--- config.mk ---
export PLATFORM = sky130hd
export DESIGN_NAME = qual_fir4
export DESIGN_NICKNAME = d
export VERILOG_FILES = /design/src/rtl/qual_fir4_pkg.sv /design/src/rtl/qual_fir4_history.sv /design/src/rtl/qual_fir4_fill.sv /design/src/rtl/qual_fir4_mac.sv /design/src/rtl/qual_fir4.sv
export SDC_FILE = /design/constraint.sdc
export NUM_CORES = 1
export LEC_CHECK = 0
export ABC_CLOCK_PERIOD_IN_PS = 4000
export BUFFER_PORTS_ARGS = -buffer_cell sky130_fd_sc_hd__buf_2
export CAP_MARGIN = 40
export CORE_MARGIN = 3
export CORE_UTILIZATION = 50
export DETAILED_ROUTE_END_ITERATION = 10
export GPL_TIMING_DRIVEN = 0
export HOLD_SLACK_MARGIN = 0.15
export PLACE_DENSITY = 0.71
export RECOVER_POWER = 25
export SETUP_SLACK_MARGIN = 0.05
export SKIP_LAST_GASP = 1
export SLEW_MARGIN = 20
export SYNTH_ARGS = -nofsm -noshare
export SYNTH_HDL_FRONTEND = slang
export SYNTH_SLANG_ARGS = --single-unit
--- constraint.sdc ---
create_clock -name clk -period 4 [get_ports clk]
set_clock_uncertainty 0.2 [all_clocks]
set_input_delay 0.8 -clock clk [delete_from_list [all_inputs] [get_ports clk]]
set_output_delay 0.8 -clock clk [all_outputs]
set_load 0.005 [all_outputs]
--- src/rtl/qual_fir4_pkg.sv ---
package qual_fir4_pkg;

    localparam int unsigned TAPS = 4;

    typedef enum logic [1:0] {
        FILL_EMPTY,
        FILL_ONE,
        FILL_TWO,
        FILL_FULL
    } fill_state_e;

    // Weight of tap idx, idx 0 being the newest sample.
    function automatic int unsigned tap_coef(input int unsigned idx);
        case (idx)
            0:       return 1;
            1:       return 3;
            2:       return 2;
            default: return 1;
        endcase
    endfunction

    function automatic int unsigned coef_total();
        int unsigned acc;
        acc = 0;
        for (int unsigned i = 0; i < TAPS; i++) acc += tap_coef(i);
        return acc;
    endfunction

endpackage

--- src/rtl/qual_fir4_history.sv ---
module qual_fir4_history #(
    parameter int SAMPLE_W = 4,
    parameter int DEPTH    = 3
) (
    input  logic                             clk,
    input  logic                             rst,
    input  logic                             shift_en,
    input  logic [SAMPLE_W-1:0]              new_sample,
    output logic [DEPTH-1:0][SAMPLE_W-1:0]   hist,
    output logic [DEPTH-1:0]                 hist_vld
);

    logic [DEPTH-1:0][SAMPLE_W-1:0] src;
    logic [DEPTH-1:0]               src_vld;

    genvar g;
    generate
        for (g = 0; g < DEPTH; g++) begin : g_src
            if (g == 0) begin : g_head
                assign src[g]     = new_sample;
                assign src_vld[g] = 1'b1;
            end else begin : g_body
                assign src[g]     = hist[g-1];
                assign src_vld[g] = hist_vld[g-1];
            end
        end
    endgenerate

    always_ff @(posedge clk) begin
        if (rst) begin
            hist     <= '0;
            hist_vld <= '0;
        end else if (shift_en) begin
            hist     <= src;
            hist_vld <= src_vld;
        end
    end

endmodule

--- src/rtl/qual_fir4_fill.sv ---
module qual_fir4_fill
    import qual_fir4_pkg::*;
(
    input  logic clk,
    input  logic rst,
    input  logic accept,
    output logic hist_full
);

    fill_state_e state_q, state_d;

    always_ff @(posedge clk) begin
        if (rst) state_q <= FILL_EMPTY;
        else     state_q <= state_d;
    end

    always_comb begin
        state_d = state_q;
        unique case (state_q)
            FILL_EMPTY: if (accept) state_d = FILL_ONE;
            FILL_ONE:   if (accept) state_d = FILL_TWO;
            FILL_TWO:   if (accept) state_d = FILL_FULL;
            FILL_FULL:  state_d = FILL_FULL;
        endcase
    end

    always_comb begin
        hist_full = (state_q == FILL_FULL);
    end

endmodule

--- src/rtl/qual_fir4_mac.sv ---
module qual_fir4_mac
    import qual_fir4_pkg::*;
#(
    parameter int SAMPLE_W = 4,
    parameter int DEPTH    = 3,
    parameter int PROD_W   = 8,
    parameter int OUT_W    = 10
) (
    input  logic [SAMPLE_W-1:0]            newest,
    input  logic [DEPTH-1:0][SAMPLE_W-1:0] hist,
    output logic [OUT_W-1:0]               sum
);

    logic [DEPTH:0][SAMPLE_W-1:0] taps;
    logic [DEPTH:0][PROD_W-1:0]   prod;

    assign taps = {hist, newest};

    genvar g;
    generate
        for (g = 0; g <= DEPTH; g++) begin : g_prod
            localparam logic [PROD_W-1:0] WEIGHT = PROD_W'(tap_coef(g));
            assign prod[g] = PROD_W'(taps[g]) * WEIGHT;
        end
    endgenerate

    always_comb begin
        sum = '0;
        for (int i = 0; i <= DEPTH; i++) sum = sum + OUT_W'(prod[i]);
    end

endmodule

--- src/rtl/qual_fir4.sv ---
module qual_fir4
    import qual_fir4_pkg::*;
#(
    parameter  int SAMPLE_W = 4,
    localparam int PROD_W   = 2 * SAMPLE_W,
    localparam int OUT_W    = PROD_W + 2,
    localparam int DEPTH    = TAPS - 1
) (
    input  logic                clk,
    input  logic                rst,
    input  logic [SAMPLE_W-1:0] in_sample,
    input  logic                in_valid,
    output logic [OUT_W-1:0]    out_sum,
    output logic                out_valid
);

    logic [DEPTH-1:0][SAMPLE_W-1:0] hist;
    logic [DEPTH-1:0]               hist_vld;
    logic                           hist_full;
    logic [OUT_W-1:0]               mac_sum;

    qual_fir4_history #(
        .SAMPLE_W (SAMPLE_W),
        .DEPTH    (DEPTH)
    ) u_history (
        .clk        (clk),
        .rst        (rst),
        .shift_en   (in_valid),
        .new_sample (in_sample),
        .hist       (hist),
        .hist_vld   (hist_vld)
    );

    qual_fir4_fill u_fill (
        .clk       (clk),
        .rst       (rst),
        .accept    (in_valid),
        .hist_full (hist_full)
    );

    qual_fir4_mac #(
        .SAMPLE_W (SAMPLE_W),
        .DEPTH    (DEPTH),
        .PROD_W   (PROD_W),
        .OUT_W    (OUT_W)
    ) u_mac (
        .newest (in_sample),
        .hist   (hist),
        .sum    (mac_sum)
    );

    always_ff @(posedge clk) begin
        if (rst) begin
            out_sum   <= '0;
            out_valid <= 1'b0;
        end else begin
            out_valid <= in_valid & hist_full;
            if (in_valid) out_sum <= mac_sum;
        end
    end

endmodule

* Word-level counts from Yosys, hierarchy flattened
Cells that the tools add are included.
** Cells by class
- Add/subtract/negate cells :: 3
- Multiply operators :: 1
- Divide/modulo/power cells :: 0
- Magnitude comparators :: 0
- Equal/unequal tests :: 6
- Shift operators :: 0
- Multiplexer cells :: 4
- Bitwise gates (word level) :: 1
- Reductions and logical operators :: 2
** Operators by type and width (number)
- adder 10 x 4 -> 10 bit :: 1
- adder 10 x 5 -> 10 bit :: 1
- one-hot mux 2 bit (4 select lines) :: 1
- adder 4 x 6 -> 7 bit :: 1
- multiplier 4 x 2 -> 6 bit (second input constant) :: 1
- 2-to-1 mux 2 bit :: 3
- != test 2 bit (second input constant) :: 3
- equality test 2 bit (second input constant) :: 2
- AND reduction 3 bit :: 1
- equality test 2 x 1 -> 1 bit (second input constant) :: 1
- zero test 2 bit :: 1
- AND 1 bit :: 1
** Word-level totals
- Register bits after elaboration :: 25
- Bits in latches :: 0
- Memory bits (writable) :: 0
- Bits in read-only memories :: 0
- Input bits :: 7
- Output and inout bits :: 11
- Logic and storage cells :: 23
- Memories :: 0

* Depth between registers and ports, before layout
Gate-level depths: netlist of run 1.
- Word-level depth :: 4
- Depth in mapped cells :: 11
- Depth with buffers taken out :: 11

* Hierarchy
From an unflattened synthesis of run 1, not the netlist that was laid out.
** Second synthesis, totals
- Cell total of the unflattened synthesis :: 156
- Area, all modules :: 1557.7 um2
** Modules (own cells, without submodules)
- qual_fir4_mac :: instances 1, cells an instance 65, area an instance 560.5 um2, seq. area each 0.0 um2
- qual_fir4_history :: instances 1, cells an instance 48, area an instance 536.8 um2, seq. area each 300.3 um2
- qual_fir4 :: instances 1, cells an instance 35, area an instance 381.6 um2, seq. area each 220.2 um2
- qual_fir4_fill :: instances 1, cells an instance 8, area an instance 78.8 um2, seq. area each 40.0 um2

* Worst setup path before layout of run 1
Ideal clock, no wire load.
- Kind :: input port to flip-flop
- From :: in in_sample[1]
- To :: reg out_sum[4]
- Setup time :: 0.095 ns
- Arrival :: 3.596 ns
- Required time :: 3.705 ns
- Slack :: 0.108 ns
- Stages on the path :: 10
- Buffers on the path :: 0
- Path through :: fa_1 -> ha_1 -> fa_1 -> xnor2_1 -> fa_1 -> inv_1 -> ha_1 -> and3_4 -> or4_1 -> o311ai_1
** Between the ends
- Longest elaborated chain between the ends :: 3
** Ends and longest elaborated chain
- from (decl) :: line qual_fir4.sv:11 : input logic [SAMPLE_W-1:0] in_sample,
- adder 4 x 6 -> 7 bit :: line qual_fir4_mac.sv:29 : for (int i = 0; i <= DEPTH; i++) sum = sum + OUT_W'(prod[i]);
- adder 10 x 5 -> 10 bit :: line qual_fir4_mac.sv:29
- adder 10 x 4 -> 10 bit :: line qual_fir4_mac.sv:29
- to (signal assigned) :: line qual_fir4.sv:58 : if (in_valid) out_sum <= mac_sum;
- to (decl) :: line qual_fir4.sv:13 : output logic [OUT_W-1:0] out_sum,
Every way passes these cells.
A chain may end at the register's enable or synchronous reset.

* Worst setup path in the final report of run 1
Ends and elaborated chain as after synthesis.

==> results of run 1 <==
==> per-layer routing <==
metal | vias up | share of wire | global-route usage
li1 | 480 | - | -
met3 | 5 | 0.042 | 0.0271
met4 | 0 | 0.019 | 0.0728
met5 | - | 0 | 0
met2 | 19 | 0.47 | 0.238
met1 | 429 | 0.47 | 0.182
==> worst max-delay path, delay by kind of cell <==
kind / cells / cell delay (ps)
AND/OR/NAND/NOR: 2 / 690
buffers and inverters: 2 / 160
adder cells (fa/ha/maj): 5 / 1940
XOR/XNOR: 1 / 160
AO/OA/AOI/OAI: 1 / 80
==> per-stage QoR <==
stage	utilization	TNS [ps]	cells	setup WS [ps]	hold slack (ps)
floorplan	-	0	137	108	251
global placement	0.609	-113	179	-113	262
detailed placement	0.609	-166	179	-145	269
CTS	0.624	0	183	179	286
global route	0.621	0	183	109	319
finish	0.621	0	183	182	282
==> cell families after synthesis <==
family                     Yosys count  share of synthesized area
xor gates and xnor gates             3                     0.0200
adders and majority gates           20                      0.237
muxes                               15                      0.115
AOI/OAI and AO/OA                   15                     0.0802
and+or+nand+nor                     35                      0.126
buffers and inverters               24                     0.0840
DFF                                 22                      0.336
other                                1                    0.00286
==> placed cells by master (no fill, tap or decap), drive strengths merged <==
master | Yosys | final
fa | 8 | 8
buf | 8 | 19
ha | 12 | 12
or4 | 1 | 1
xnor2 | 3 | 3
o21ai | 2 | 2
inv | 16 | 16
nor3 | 1 | 1
a21oi | 3 | 3
and3 | 1 | 1
clkbuf | 0 | 7
nor3b | 2 | 2
dfxtp | 22 | 22
or2b | 1 | 1
a211o | 2 | 2
or3b | 2 | 2
nand2 | 3 | 3
nor2 | 24 | 24
a211oi | 1 | 1
a21o | 4 | 4
a31oi | 1 | 1
conb | 1 | 3
mux2i | 15 | 15
o311ai | 2 | 2
==> final cells by class <==
class | count | area share
well taps | 28 | 0.0241
clock buffers | 4 | 0.0250
plain buffers | 8 | 0.0301
inverters | 16 | 0.0413
flip-flops and latches | 22 | 0.303
repair buffers | 14 | 0.0482
multi-input cells | 91 | 0.528
==> power breakdown <==
| group | total, mW | internal [mW] | leakage, nW | switching, mW |
|---|---|---|---|---|
| registers | 0.242 | 0.233 | 0.180 | 0.00909 |
| clock network | 0.122 | 0.0556 | 0.0210 | 0.0664 |
| logic | 0.133 | 0.0629 | 0.538 | 0.0702 |
==> registers in the layout, summed over array words and instances (netlist names) <==
signal and count:
u_fill.state_q 2, u_history.hist 12, out_sum 7, out_valid 1
==> worst max path at each step <==
stage,from,to,slack [ps],cells after the start
after global routing,in_sample[1],out_sum[4]$_SDFFE_PP0P_,110,11
after global placement,in_sample[1],out_sum[4]$_SDFFE_PP0P_,-110,11
after floorplan,in_sample[1],out_sum[4]$_SDFFE_PP0P_,110,10
after detailed placement,in_sample[1],out_sum[4]$_SDFFE_PP0P_,-140,11
after CTS,in_sample[1],out_sum[4]$_SDFFE_PP0P_,180,11
final,in_sample[1],out_sum[4]$_SDFFE_PP0P_,180,11
==> metrics.txt, run 1 <==
worst reg2reg startpoint=u_history.hist[1]$_SDFFE_PP0P_; Critical Path AT=3840 ps; nature of the critical path startpoint=input pin; top cell type's share of synthesized area=0.336; Post-synth EDFFs=0; fin area=between 1000 and 1500 um^2; Yosys top cell by area=dfxtp_1; Die Ht=57.2 um; Die ar.=between 3000 and 4000 um^2; IR drop worst, VDD=293 uV; Main synth FF type=dfxtp_1; clk root buf=clkbuf_4; Initial Utilization=0.560; sequential cell area fraction in the yosys report=0.336; top post-synthesis cells by area=dfxtp_1, fa_1, ha_1, mux2i_1, nor2_1; crit-path most repeated cell=fa_1; asr flop ratio synth=0; Mapped Area=1310 um^2; IO Pins=18; Gate Count Post-Synth=135; Seq cells post-synth=22; RSZ-0062 raised after global routing=no; first-pass GRT wire length=between 3000 and 4000 um; Vias=933; proportion of layout cells with a drive suffix above 1=0.161; R2R Setup Slk=390 ps; DP HPWL=around 1800 um; Initial DRC Count=27; number of clock sinks=22; Leak=approximately 0.74 nW; GR Util All Layers=0.145; port bufs=14; ANT cells=0; Max FO, Critical Path=4; yosys warns=0; CTS resizes=0; power per cell area=about 340 nW/um^2; drt pass-1 iters=4; GRT overflow=0; RD Place Congestion=0.700; Post-CTS Setup Repair Bufs=0; slowest stage delay, CP=490 ps; Slowest cell on crit path=or4_1; status=finished clean; number of global-route vias before repair=slightly below 900; clock buffer depth=2; Layout area overhead=10.9%; Reg area=440 um^2; critical path cell sequence=buf_2 > fa_1 > ha_1 > fa_1 > xnor2_1 > fa_1 > inv_1 > ha_1 > and3_4 > or4_1 > o311ai_1; largest net degree at the start of global routing=13; nets@finish=183; WL/cell=12.3 um; multi-input logic area=approximately 770 um^2; cell count of the worst reg-to-reg path=10; syn avg cell area=9.71 um^2; TritonCTS clock tree=yes; final setup violation count=0; kind of critical path=in2reg; Hold Fails Final Rpt=0; Worst EP required=4020 ps; fin crit period=3820 ps; CTS Buf Count=3; Slew HR=0.525; final wirelength=2250 um; Power Total=0.497 mW; # DRC=0; H-tree lvl count=1; Placed Area=1420 um^2; initial antenna violation count=0; actual slew at the worst max-slew pin=713 ps; fillcell total=about 210; hold buffer count at CTS=0; row count=17; final antenna-violating net count=0; worst hold path type=reg2reg; Highest Clock Rate=262 MHz; most common cell in the netlist=nor2_1; min-delay src=out_sum[2]$_SDFFE_PP0P_; MaxCap Viol Count=0; Post-synth top cells=nor2_1, dfxtp_1, inv_1, mux2i_1, ha_1; latest clock arrival within the worst-skew pair=310 ps; die width=about 57 um; vias per inst=5.10; max-slew violations=0; FF-to-FF End=out_sum[4]$_SDFFE_PP0P_; endpoint type of the worst setup path=register; clock transition at the registers of the reported paths=approximately 120 ps; Hold EP=out_sum[2]$_SDFFE_PP0P_; final worst-path cycle share=0.955; library cells used by synthesis=25; core area=about 2300 um^2; WHS Path Cells=2
No activity file was read; power rests on OpenSTA's default activity.
==> run 2: changes to the inputs <==
--- a/config.mk
+++ b/config.mk
@@ -8,6 +8,7 @@
 export ABC_CLOCK_PERIOD_IN_PS = 4000
 export BUFFER_PORTS_ARGS = -buffer_cell sky130_fd_sc_hd__buf_2
 export CAP_MARGIN = 40
+export CORE_ASPECT_RATIO = 1.2
 export CORE_MARGIN = 3
 export CORE_UTILIZATION = 50
 export DETAILED_ROUTE_END_ITERATION = 10
==> run 2 against run 1 <==
Non-clock buffer count stayed put. Critical path depth stayed put. Via count is 3.2% higher. Critical endpoint unchanged. Highest routed layer unchanged.
==> metrics.txt, run 2 (synthesis results as in run 1) <==
worst hold path type=reg2reg; actual slew at the worst max-slew pin=743 ps; row count=19; ANT cells=0; # DRC=0; CTS Buf Count=3; Worst EP required=about 4000 ps; port bufs=14; Post-CTS Setup Repair Bufs=0; proportion of layout cells with a drive suffix above 1=0.155; RSZ-0062 raised after global routing=no; fin crit period=3830 ps; largest net degree at the start of global routing=14; H-tree lvl count=1; fillcell total=between 200 and 250; post-route setup slack=173 ps; Largest register FFs=12; latest clock arrival within the worst-skew pair=roughly 300 ps; DP HPWL=1810 um; IO Pins=18; Highest Clock Rate=261 MHz; Layout area overhead=12.3%; initial antenna violation count=0; clock buffer depth=2; Die ar.=3280 um^2; first-pass GRT wire length=about 4200 um; nature of the critical path startpoint=input pin; register name with the most flops=u_history.hist; nets@finish=183; Initial Utilization=0.546; max-slew violations=0; number of clock sinks=22; die width=52.8 um; Slew HR=0.505; clock transition at the registers of the reported paths=130 ps; GR Util All Layers=0.161; power per cell area=371 nW/um^2; GRT overflow=0; final worst-path cycle share=0.957; setup TNS=0 ps; core area=roughly 2400 um^2; TritonCTS clock tree=yes; final antenna-violating net count=0; Hold Fails Final Rpt=0; commonest non-fill, non-tap cell in the layout=nor2_1; most frequent cells in the layout=nor2_1, dfxtp_1, inv_1; Vias=963; kind of critical path=in2reg; final wirelength=approximately 2300 um; vias per inst=between 5 and 6; top flop regs=u_history.hist x12, out_sum x7, u_fill.state_q x2; dpl ws=-140 ps; Initial DRC Count=12; CTS resizes=0; Die Ht=62.1 um; number of global-route vias before repair=between 900 and 1000; RD Place Congestion=0.768; final setup violation count=0; status=finished clean; WL/cell=about 13 um; hold buffer count at CTS=0; Critical Path AT=3850 ps; MaxCap Viol Count=0; drt pass-1 iters=4; endpoint type of the worst setup path=register; Leak=between 0.7 and 0.8 nW; clk root buf=clkbuf_4; Max FO, Critical Path=4; IR drop worst, VDD=287 uV; Hold Slack=around 280 ps
[run 2: routing by layer]
metal  global-route usage  vias to the layer above  share of wire
met5                    0                        -              0
met4               0.0447                        0         0.0073
met3               0.0239                        2          0.024
met2                0.278                       14           0.54
met1                0.203                      465           0.43
li1                     -                      482              -
[run 2: worst paths after layout]
| path | from | end | slack, ps | cells after the start |
|---|---|---|---|---|
| worst max-delay path | in_sample[1] | out_sum[4]$_SDFFE_PP0P_ | 170 | 11 |
| worst min-delay path | out_sum[2]$_SDFFE_PP0P_ | out_sum[2]$_SDFFE_PP0P_ | 280 | 2 |
| worst max register to register | u_history.hist[1]$_SDFFE_PP0P_ | out_sum[4]$_SDFFE_PP0P_ | 370 | 10 |
| worst min register to register | out_sum[2]$_SDFFE_PP0P_ | out_sum[2]$_SDFFE_PP0P_ | 280 | 2 |
[run 2: final cells by class]
cell class / count / area, um^2 / area share
Clock buffer: 3 / 22.5 / 0.0153
Tap cell: 31 / 38.8 / 0.0263
Clock inverter: 1 / 30.0 / 0.0204
Multi-Input combinational cell: 91 / 768 / 0.522
Timing Repair Buffer: 14 / 68.8 / 0.0467
Inverter: 16 / 60.1 / 0.0408
Buffer: 8 / 43.8 / 0.0297
Sequential cell: 22 / 440 / 0.299
[run 2: metrics by stage]
step                power (mW)  cell area [um^2]  std cells   util
finish                   0.547              1470        186  0.613
global route             0.579              1470        186  0.613
CTS                      0.553              1480        186  0.616
detailed placement       0.381              1430        182  0.595
global placement         0.375              1430        182  0.595
floorplan                0.346              1320        137      -
[run 2: critical path: stages]
cell      delay [ps]
buf_2            110
fa_1             470
ha_1             250
fa_1             410
xnor2_1          160
fa_1             480
inv_1             40
ha_1             340
and3_4           200
or4_1            500
o311ai_1          80
[run 2: power breakdown]
part	switching (mW)	total (mW)	internal [mW]
registers	0.00928	0.242	0.233
clock network	0.0697	0.171	0.101
logic	0.0707	0.133	0.0628
total	0.150	0.547	0.397
==> run 3: changes to the inputs <==
--- a/config.mk
+++ b/config.mk
@@ -5,16 +5,16 @@
 export SDC_FILE = /design/constraint.sdc
 export NUM_CORES = 1
 export LEC_CHECK = 0
-export ABC_CLOCK_PERIOD_IN_PS = 4000
+export ABC_CLOCK_PERIOD_IN_PS = 4100
 export BUFFER_PORTS_ARGS = -buffer_cell sky130_fd_sc_hd__buf_2
 export CAP_MARGIN = 40
 export CORE_ASPECT_RATIO = 1.2
 export CORE_MARGIN = 3
-export CORE_UTILIZATION = 50
+export CORE_UTILIZATION = 55
 export DETAILED_ROUTE_END_ITERATION = 10
 export GPL_TIMING_DRIVEN = 0
 export HOLD_SLACK_MARGIN = 0.15
-export PLACE_DENSITY = 0.71
+export PLACE_DENSITY = 0.74
 export RECOVER_POWER = 25
 export SETUP_SLACK_MARGIN = 0.05
 export SKIP_LAST_GASP = 1
==> constraint.sdc (replaced) <==
create_clock -name clk -period 4.1 [get_ports clk]
set_clock_uncertainty 0.2 [all_clocks]
set_input_delay 0.82 -clock clk [delete_from_list [all_inputs] [get_ports clk]]
set_output_delay 0.82 -clock clk [all_outputs]
set_load 0.005 [all_outputs]
==> run 3 against run 2 <==
Global-route usage up 2.2 points. Non-clock buffer count stayed put. Critical path depth did not move. Worst setup slack better by 110 ps. First-iteration DRC count down 8.3%. Sequential power decreased by 2%. Routed wire length is 1.2% lower. Cell area shrank 1.2%. Cell count decreased by 0.54%.
==> metrics.txt, run 3 (synthesis results as in run 1) <==
row count=18; register name with the most flops=u_history.hist; number of global-route vias before repair=958; ANT cells=0; Initial DRC Count=11; nature of the critical path startpoint=input pin; dpl ws=-36.8 ps; Layout Cells excl Fill=185; power per cell area=approximately 330 nW/um^2; IR drop worst, VDD=about 240 uV; die width=50.6 um; R2R Setup Slk=500 ps; Leak=0.736 nW; fin area=1460 um^2; WL/cell=12.5 um; Layout area overhead=11.0%; Max FO, Critical Path=4; Post-CTS Setup Repair Bufs=0; Critical Path AT=3830 ps; proportion of layout cells with a drive suffix above 1=0.155; final wirelength=2310 um; CTS Buf Count=3; drt pass-1 iters=4; RSZ-0062 raised after global routing=no; IO Pins=18; # DRC=0; Initial Utilization=0.606; latest clock arrival within the worst-skew pair=around 300 ps; status=finished clean; GRT overflow=0; worst hold path type=reg2reg; Hold Fails Final Rpt=0; initial antenna violation count=0; vias per inst=5.12; TritonCTS clock tree=yes; Slew HR=0.500; post-route setup slack=around 290 ps; nets@finish=183; final worst-path cycle share=0.930; max-slew violations=0; fin crit period=3810 ps; first-pass GRT wire length=4210 um; commonest non-fill, non-tap cell in the layout=nor2_1; dpl cells=181; clock buffer depth=2; clk root buf=clkbuf_4; endpoint type of the worst setup path=register; Largest register FFs=12; Die Ht=~60 um; Vias=947; number of clock sinks=22; most frequent cells in the layout=nor2_1, dfxtp_1, inv_1; Placed Area=1430 um^2; hold buffer count at CTS=0; Die ar.=3010 um^2; Highest Clock Rate=262 MHz; GR Util All Layers=0.184; core area=about 2200 um^2; top flop regs=u_history.hist x12, out_sum x7, u_fill.state_q x2; final antenna-violating net count=0; MaxCap Viol Count=0; Worst EP required=4120 ps; RD Place Congestion=approximately 0.81; final setup violation count=0; kind of critical path=in2reg; actual slew at the worst max-slew pin=750 ps; fillcell total=204; clock transition at the registers of the reported paths=120 ps; largest net degree at the start of global routing=13; DP HPWL=1830 um; CTS resizes=0; port bufs=14; H-tree lvl count=1
run 3: worst max-delay path: stages:
cell      delay (ps)
buf_2            120
fa_1             470
ha_1             240
fa_1             400
xnor2_1          160
fa_1             480
inv_1             40
ha_1             340
and3_4           200
or4_1            490
o311ai_1          80
run 3: final cells by class:
type                            instances  area (um^2)  area share
Multi-Input combinational cell         91          768       0.528
Inverter                               16         60.1      0.0413
Timing Repair Buffer                   14         68.8      0.0473
Clock buffer                            4         36.3      0.0249
Buffer                                  8         43.8      0.0301
Sequential cell                        22          440       0.303
Tap cell                               30         37.5      0.0258
run 3: through the flow:
step / hold WS, ps / util / setup TNS [ps] / total power, mW
2_1_floorplan: 251 / - / 0 / 0.338
3_3_place_gp: 260 / 0.660 / -32.6 / 0.365
3_5_place_dp: 275 / 0.660 / -36.8 / 0.371
4_1_cts: 292 / 0.677 / 0 / 0.492
5_1_grt: 326 / 0.673 / 0 / 0.522
6_report: 289 / 0.673 / 0 / 0.485
run 3: final timing paths:
kind / depth (start not counted) / start / end
setup reg to reg: 10 / u_history.hist[1]$_SDFFE_PP0P_ / out_sum[4]$_SDFFE_PP0P_
hold reg to reg: 2 / out_sum[2]$_SDFFE_PP0P_ / out_sum[2]$_SDFFE_PP0P_
hold / removal: 2 / out_sum[2]$_SDFFE_PP0P_ / out_sum[2]$_SDFFE_PP0P_
setup / recovery: 11 / in_sample[1] / out_sum[4]$_SDFFE_PP0P_
run 3: layer usage:
metal  vias up  GRT usage  part of all wire
met5         -          0                 0
met4         0     0.0885             0.011
met3         2     0.0252             0.023
met2         9      0.321              0.54
met1       457      0.222              0.42
li1        479          -                 -
run 3: report_power, final:
group          internal (mW)  switching (mW)  leakage [nW]
combinational         0.0612          0.0676         0.535
clock                 0.0541          0.0652        0.0210
sequential             0.227         0.00923         0.180
total                  0.343           0.142         0.736
